`config.mk`:
```
export PLATFORM = sky130hd
export DESIGN_NAME = vector_entry_unit
export DESIGN_NICKNAME = d
export VERILOG_FILES = /design/src/rtl/veu_pkg.sv /design/src/rtl/veu_addr_map.sv /design/src/rtl/veu_ctrl.sv /design/src/rtl/veu_target_reg.sv /design/src/rtl/vector_entry_unit.sv
export SDC_FILE = /design/constraint.sdc
export NUM_CORES = 1
export LEC_CHECK = 0
export BUFFER_PORTS_ARGS = -buffer_cell sky130_fd_sc_hd__buf_2
export CORE_ASPECT_RATIO = 1.5
export CORE_MARGIN = 4
export CORE_UTILIZATION = 40
export DETAILED_ROUTE_END_ITERATION = 12
export GPL_TIMING_DRIVEN = 0
export PLACE_DENSITY_LB_ADDON = 0.05
export SYNTH_ARGS = -nofsm -noshare
export SYNTH_HDL_FRONTEND = slang
export SYNTH_SLANG_ARGS = --single-unit
```
`constraint.sdc`:
```
create_clock -name clk -period 1.6 [get_ports clk]
set_input_delay 0.08 -clock clk [delete_from_list [all_inputs] [get_ports clk]]
set_output_delay 0.08 -clock clk [all_outputs]
set_load 0.05 [all_outputs]
```
`src/rtl/veu_pkg.sv`:
```
// Package: shared state encoding for the vector entry unit.
// Assumes: nothing beyond its users importing it.
package veu_pkg;
    typedef enum logic [2:0] {
        ST_BOOT,
        ST_IDLE,
        ST_RD_LO,
        ST_RD_HI,
        ST_SAVE,
        ST_LOAD,
        ST_POP,
        ST_RESTORE
    } veu_state_e;
endpackage

```
`src/rtl/veu_addr_map.sv`:
```
// Module: maps a type code to the even address of its vector.
// Assumes: type codes below LOW_SLOTS use the lower window; the remainder
// are packed from HIGH_BASE upward. The caller range-checks the type.
module veu_addr_map #(
    parameter int TYPE_W    = 5,
    parameter int ADDR_W    = 16,
    parameter int NUM_TYPES = 28,
    parameter int LOW_SLOTS = 23,
    parameter int HIGH_BASE = 'h6A
) (
    input  logic [TYPE_W-1:0] type_i,
    output logic [ADDR_W-1:0] base_o
);
    localparam int HIGH_SLOTS = NUM_TYPES - LOW_SLOTS;

    generate
        if (HIGH_SLOTS > 0) begin : g_split
            logic              in_low;
            logic [TYPE_W-1:0] high_idx;
            // Pick the window, then scale the index inside it by two.
            always_comb begin
                in_low   = type_i < TYPE_W'(LOW_SLOTS);
                high_idx = type_i - TYPE_W'(LOW_SLOTS);
                if (in_low)
                    base_o = ADDR_W'({type_i, 1'b0});
                else
                    base_o = ADDR_W'(HIGH_BASE) + ADDR_W'({high_idx, 1'b0});
            end
        end else begin : g_single
            // Every type fits the lower window.
            always_comb base_o = ADDR_W'({type_i, 1'b0});
        end
    endgenerate
endmodule

```
`src/rtl/veu_ctrl.sv`:
```
// Module: sequencing state machine for vector entry and segment return.
// Assumes: memory and stack both answer one cycle after their strobe;
// requesters hold their request until acknowledged.
module veu_ctrl
    import veu_pkg::*;
#(
    parameter int TYPE_W    = 5,
    parameter int NUM_TYPES = 28
) (
    input  logic              clk,
    input  logic              rst_n,
    input  logic              medium_model,
    input  logic              irq_req,
    input  logic [TYPE_W-1:0] irq_type,
    input  logic              rti_req,
    output logic              accept_irq,
    output logic              boot_start,
    output logic              mem_rd,
    output logic              rd_hi,
    output logic              cap_lo,
    output logic              cap_hi,
    output logic              stk_push,
    output logic              stk_pop,
    output logic              pc_load,
    output logic              seg_load,
    output logic              seg_zero,
    output logic              irq_ack,
    output logic              rti_ack
);
    veu_state_e state;
    logic       boot_q;
    logic       med_q;
    logic       type_ok;

    assign type_ok    = irq_type < TYPE_W'(NUM_TYPES);
    assign accept_irq = (state == ST_IDLE) && irq_req && type_ok;
    assign boot_start = (state == ST_BOOT);

    // Advance the sequence and latch the mode flags at acceptance.
    always_ff @(posedge clk) begin
        if (!rst_n) begin
            state  <= ST_BOOT;
            boot_q <= 1'b0;
            med_q  <= 1'b0;
        end else begin
            unique case (state)
                ST_BOOT: begin
                    state  <= ST_RD_LO;
                    boot_q <= 1'b1;
                end
                ST_IDLE: begin
                    if (irq_req && type_ok) begin
                        state  <= ST_RD_LO;
                        boot_q <= 1'b0;
                        med_q  <= medium_model;
                    end else if (rti_req) begin
                        med_q <= medium_model;
                        state <= medium_model ? ST_POP : ST_RESTORE;
                    end
                end
                ST_RD_LO:   state <= ST_RD_HI;
                ST_RD_HI:   state <= ST_SAVE;
                ST_SAVE:    state <= ST_LOAD;
                ST_LOAD:    state <= ST_IDLE;
                ST_POP:     state <= ST_RESTORE;
                ST_RESTORE: state <= ST_IDLE;
                default:    state <= ST_IDLE;
            endcase
        end
    end

    // Decode the registered state into strobes.
    always_comb begin
        mem_rd   = (state == ST_RD_LO) || (state == ST_RD_HI);
        rd_hi    = (state == ST_RD_HI);
        cap_lo   = (state == ST_RD_HI);
        cap_hi   = (state == ST_SAVE);
        stk_push = (state == ST_SAVE) && med_q && !boot_q;
        stk_pop  = (state == ST_POP);
        pc_load  = (state == ST_LOAD);
        seg_zero = (state == ST_LOAD);
        seg_load = (state == ST_LOAD) || ((state == ST_RESTORE) && med_q);
        irq_ack  = (state == ST_LOAD) && !boot_q;
        rti_ack  = (state == ST_RESTORE);
    end
endmodule

```
`src/rtl/veu_target_reg.sv`:
```
// Module: holds the accepted type, the interrupted segment and the two
// vector bytes while a fetch runs.
// Assumes: capture strobes come from veu_ctrl in the documented order.
module veu_target_reg #(
    parameter int TYPE_W = 5,
    parameter int SEG_W  = 2,
    parameter int DATA_W = 8
) (
    input  logic                clk,
    input  logic                rst_n,
    input  logic                accept_irq,
    input  logic                boot_start,
    input  logic [TYPE_W-1:0]   irq_type,
    input  logic [SEG_W-1:0]    cur_seg,
    input  logic                cap_lo,
    input  logic                cap_hi,
    input  logic [DATA_W-1:0]   mem_data,
    output logic [TYPE_W-1:0]   type_q,
    output logic [SEG_W-1:0]    seg_q,
    output logic [2*DATA_W-1:0] target
);
    logic [DATA_W-1:0] lo_q;
    logic [DATA_W-1:0] hi_q;

    // Latch the request context at acceptance; boot forces type 0.
    always_ff @(posedge clk) begin
        if (!rst_n) begin
            type_q <= '0;
            seg_q  <= '0;
        end else if (boot_start) begin
            type_q <= '0;
            seg_q  <= '0;
        end else if (accept_irq) begin
            type_q <= irq_type;
            seg_q  <= cur_seg;
        end
    end

    // Collect the returned vector bytes, low first.
    always_ff @(posedge clk) begin
        if (!rst_n) begin
            lo_q <= '0;
            hi_q <= '0;
        end else begin
            if (cap_lo) lo_q <= mem_data;
            if (cap_hi) hi_q <= mem_data;
        end
    end

    assign target = {hi_q, lo_q};
endmodule

```
`src/rtl/vector_entry_unit.sv`:
```
// Module: top of the interrupt vector fetch unit.
// Assumes: one-cycle memory and stack latency; arbitration upstream.
module vector_entry_unit #(
    parameter int NUM_TYPES = 28,
    parameter int LOW_SLOTS = 23,
    parameter int HIGH_BASE = 'h6A,
    parameter int ADDR_W    = 16,
    parameter int SEG_W     = 2,
    localparam int TYPE_W   = $clog2(NUM_TYPES),
    localparam int DATA_W   = ADDR_W / 2
) (
    input  logic              clk,
    input  logic              rst_n,
    input  logic              medium_model,
    input  logic              irq_req,
    input  logic [TYPE_W-1:0] irq_type,
    output logic              irq_ack,
    input  logic              rti_req,
    output logic              rti_ack,
    input  logic [SEG_W-1:0]  cur_seg,
    output logic              mem_rd,
    output logic [ADDR_W-1:0] mem_addr,
    input  logic [DATA_W-1:0] mem_data,
    output logic              stk_push,
    output logic [SEG_W-1:0]  stk_wdata,
    output logic              stk_pop,
    input  logic [SEG_W-1:0]  stk_rdata,
    output logic              pc_load,
    output logic [ADDR_W-1:0] pc_value,
    output logic              seg_load,
    output logic [SEG_W-1:0]  seg_value
);
    logic              accept_irq;
    logic              boot_start;
    logic              rd_hi;
    logic              cap_lo;
    logic              cap_hi;
    logic              seg_zero;
    logic [TYPE_W-1:0] type_q;
    logic [ADDR_W-1:0] base_addr;

    veu_ctrl #(
        .TYPE_W    (TYPE_W),
        .NUM_TYPES (NUM_TYPES)
    ) u_ctrl (
        .clk          (clk),
        .rst_n        (rst_n),
        .medium_model (medium_model),
        .irq_req      (irq_req),
        .irq_type     (irq_type),
        .rti_req      (rti_req),
        .accept_irq   (accept_irq),
        .boot_start   (boot_start),
        .mem_rd       (mem_rd),
        .rd_hi        (rd_hi),
        .cap_lo       (cap_lo),
        .cap_hi       (cap_hi),
        .stk_push     (stk_push),
        .stk_pop      (stk_pop),
        .pc_load      (pc_load),
        .seg_load     (seg_load),
        .seg_zero     (seg_zero),
        .irq_ack      (irq_ack),
        .rti_ack      (rti_ack)
    );

    veu_target_reg #(
        .TYPE_W (TYPE_W),
        .SEG_W  (SEG_W),
        .DATA_W (DATA_W)
    ) u_target (
        .clk        (clk),
        .rst_n      (rst_n),
        .accept_irq (accept_irq),
        .boot_start (boot_start),
        .irq_type   (irq_type),
        .cur_seg    (cur_seg),
        .cap_lo     (cap_lo),
        .cap_hi     (cap_hi),
        .mem_data   (mem_data),
        .type_q     (type_q),
        .seg_q      (stk_wdata),
        .target     (pc_value)
    );

    veu_addr_map #(
        .TYPE_W    (TYPE_W),
        .ADDR_W    (ADDR_W),
        .NUM_TYPES (NUM_TYPES),
        .LOW_SLOTS (LOW_SLOTS),
        .HIGH_BASE (HIGH_BASE)
    ) u_map (
        .type_i (type_q),
        .base_o (base_addr)
    );

    // Second read of a pair targets the odd byte.
    assign mem_addr  = base_addr + ADDR_W'(rd_hi);
    // Entry clears the segment; a return restores the popped one.
    assign seg_value = seg_zero ? '0 : stk_rdata;
endmodule

```
==> out/results.md <==
| Parameter | Value | Unit |
| --- | --- | --- |
| Bufs on Longest Clock Path | 2 | - |
| Number of cells on the worst hold path | 3 | - |
| Critical R2R Capture | u_target.type_q[0] | - |
| Hold_ws | 0.0395 | ns |
| Average instance area after synthesis | 8.96 | um2 |
| Combined area of all synthesized cells | 1560 | um2 |
| Endpoints failing setup | 5 | - |
| Leak Pwr | 1.09 | nW |
| Fill cell instance count of the final layout | 376 | - |
| Synthesis-stage register bit count | 28 | - |
| Share of post-route cells with drive strength above 1 | 45.2 | % |
| Final wirelength | 3890 | um |
| Critical path arrival | 1.66 | ns |
| Total via count in the routed design | 1409 | - |
| Boundary Pins | 65 | - |
| Register-to-register setup slack | 0.28 | ns |
| Most repeated cell in the gate-level netlist after synthesis | dfxtp_1 | - |
| Hold Violations, Final | 0 | - |
| Max-slew violation count | 0 | - |
| CP endpoint kind | output port | - |
| Outcome | finished with violations | - |
| Last weighted congestion value of the routability-driven placer | 0.751 | - |
| Number of flops mapped to enable cells by yosys | 0 | - |
| Starting Density | 42.0 | % |
| Reg-to-Reg Start | u_ctrl.state[0] | - |
| First drt pass iteration count | 4 | - |
| Yosys top cell area share | 36.0 | % |
| GRT Residual Overflow | 0 | - |
| Setup clock skew after layout | 0.00316 | ns |
| Layout overhead on the synthesized area | 45.3 | % |
| Sequential element share of the synthesized area | 36.0 | % |
| Setup repair after global routing missed its margin | true | - |
| Estimated wirelength of the detail-placed design | 2850 | um |
| Inserted Diodes | 0 | - |
| Clock sink count | 28 | - |
| Worst Reg-to-Reg Cells | 5 | - |
| Finished Cell Area | 2270 | um2 |
| Placed Instance Area | 1950 | um2 |
| Path category of the worst min-delay check | input port to flip-flop | - |
| Number of warning messages in the yosys log | 0 | - |
| Count of nets left with antenna violations after detail routing | 0 | - |
| Worst Setup Slack post-DPL | -0.128 | ns |
| Biggest area contributors in the synthesized netlist | dfxtp_1 (36%), mux2i_1 (17%), nor2b_1 (8.4%), buf_4 (6.7%), nand2_1 (5.5%) | - |
| DRC marker count from the first detailed-route iteration | 32 | - |
| Critical Path Source Type | flip-flop | - |
| Start point of the critical path | u_target.type_q[1] | - |
| Cts bufs inserted | 3 | - |
| Area leader, netlist | dfxtp_1 | - |
| Violations in the final reports | negative setup slack | - |
| Crit path kind | flip-flop to output port | - |
| Share of flip-flops with an asynchronous set or reset | 0 | % |
| Via count of the first global-routing pass | 1496 | - |
| Post-route fraction of the period consumed by the critical path | 109 | % |
| First-pass GRT wire length | 6340 | um |
| Die area | 4980 | um2 |
| Pin count of the biggest net entering global routing | 16 | - |
| Die Width | 59.0 | um |
| Total number of placement rows | 27 | - |
| Post-synthesis instance total | 174 | - |
| Routed length per placed instance | 13.2 | um |
| Flip-flop cell with the highest count after synthesis | dfxtp_1 | - |
| NumNets Final | 278 | - |
| Count of buffers from port buffering | 56 | - |
| Floorplan die height | 84.5 | um |
| Worst Slack Setup Final | -0.140 | ns |
| Critical-path cell list | ha_4, xnor2_4, o21ai_1, a311o_1, buf_6 | - |
| Count of H-tree levels built during CTS | 1 | - |
| Required time at the worst-slack endpoint | 1.52 | ns |
| Worst Setup EP | mem_addr[4] | - |
| Master cell of the clock root buffer | clkbuf_8 | - |
| Final min period | 1.74 | ns |
| Worst path max stage delay | 0.39 | ns |
| DR DRC count | 0 | - |
| IR drop worst, VDD | 610 | uV |
| Antenna violations before repair | 0 | - |
| Worst-path maximum fanout | 4 | - |
| Max-capacitance violation count | 0 | - |
| Upper clock frequency limit | 0.575 | GHz |
| Via density | 4.78 | - |
| Core ar. | 3720 | um2 |
| Overall Global Routing Usage | 16.2 | % |
| Later-pin clock latency in the skew report | 0.27 | ns |
| Master of the slowest instance on the critical path | dfxtp_4 | - |
| Clock transition time at the flip-flop clock pins of the worst setup and hold paths | 0.09 | ns |
| Post-synthesis cell type count | 36 | - |
| Most frequent cells after synthesis | dfxtp_1 (28), mux2i_1 (27), nand2_1 (23) | - |
| Number of buffers added to fix hold violations after cts | 0 | - |
| PD cells | 805 | nW/um2 |
| CTS tree | built | - |
[area by class of cell]
class	count	area [um2]	share of cell area, %
buffer	20	149	6.57
inverter	7	28.8	1.27
clock buffer	4	55.1	2.43
timing repair buffer	67	413	18.2
multi-input combinational	126	986	43.5
tap	43	53.8	2.37
sequential	28	581	25.6
[what timing repair did]
action / in CTS / in global routing
hold endpoints to repair: 0 / 0
cloned: 0 / 0
resized for setup: 35 / 22
endpoints found under the setup margin: 12 / 13
buffers inserted: 4 / 7
pin swaps: 5 / 6
[cells in the final DEF (no fill, tap or decap), types with 4 or more instances in the layout]
| cell | instances |
|---|---|
| buf_2 | 47 |
| buf_4 | 28 |
| mux2i_1 | 26 |
| nand2_1 | 23 |
| dfxtp_1 | 22 |
| nor2b_1 | 20 |
| buf_6 | 9 |
| conb_1 | 8 |
| inv_1 | 6 |
| dfxtp_4 | 5 |
| and2_1 | 4 |
| clkbuf_8 | 4 |
[cell families (layout without fill, tap and decap cells)]
logic type               Yosys count  count (layout)  share of synthesized area [%]
XOR/XNOR                           1               1                           1.04
adder cells (fa/ha/maj)            3               3                           2.41
AO/OA/AOI/OAI                     18              18                           8.03
buffers and inverters             27              98                           10.1
multiplexers                      27              27                           17.3
flip-flops                        28              28                           36.0
AND/OR/NAND/NOR                   69              69                           24.9
other                              1               8                          0.241
[routing by layer]
layer | wire (um) | global-route usage, % | vias up
met5 | 0 | 0 | -
met4 | 72 | 7.84 | 0
met3 | 151 | 2.15 | 6
met2 | 2310 | 31.0 | 29
met1 | 1350 | 16.1 | 649
li1 | - | - | 725
[registers in the layout (all words and copies together), names as in the netlist]
| signal | cells |
|---|---|
| u_ctrl.boot_q | 1 |
| u_ctrl.med_q | 1 |
| u_target.type_q | 5 |
| u_target.hi_q | 8 |
| u_target.lo_q | 8 |
| u_target.seg_q | 2 |
| u_ctrl.state | 3 |
[power by group]
part	leakage, nW	internal, mW	switching [mW]
clock	0.0288	0.220	0.209
sequential	0.231	0.745	0.0424
combinational	0.832	0.230	0.378
total	1.09	1.19	0.630
[stage by stage]
stage                     util (%)  power (mW)  setup TNS (ns)  instances
after CTS                     58.1        1.82          -0.424        288
after detailed placement      52.5        1.37          -0.264        280
after global placement        52.5        1.37          -0.264        280
after global routing          61.0        1.93          -0.905        295
final                         61.0        1.82          -0.559        295
after floorplan                  -        1.24          -0.204        181
[worst min path at each step]
stage / endpoint / from / slack, ns
after floorplan: u_target.type_q[0] / irq_type[0] / 0.21
after global placement: u_target.seg_q[0] / cur_seg[0] / 0.33
after detailed placement: u_target.seg_q[0] / cur_seg[0] / 0.34
after CTS: u_target.seg_q[0] / cur_seg[0] / 0.04
after global routing: u_target.type_q[1] / irq_type[1] / 0.04
final: u_target.type_q[1] / irq_type[1] / 0.04
[critical path, delay by kind of cell (launching register included)]
family          cells  cell delay, ns
fa+ha+maj           1            0.19
xor+xnor            1            0.20
compound gates      2            0.44
flops               1            0.39
buf+inv             1            0.16
Note: power is estimated with default switching activity, not from simulation.
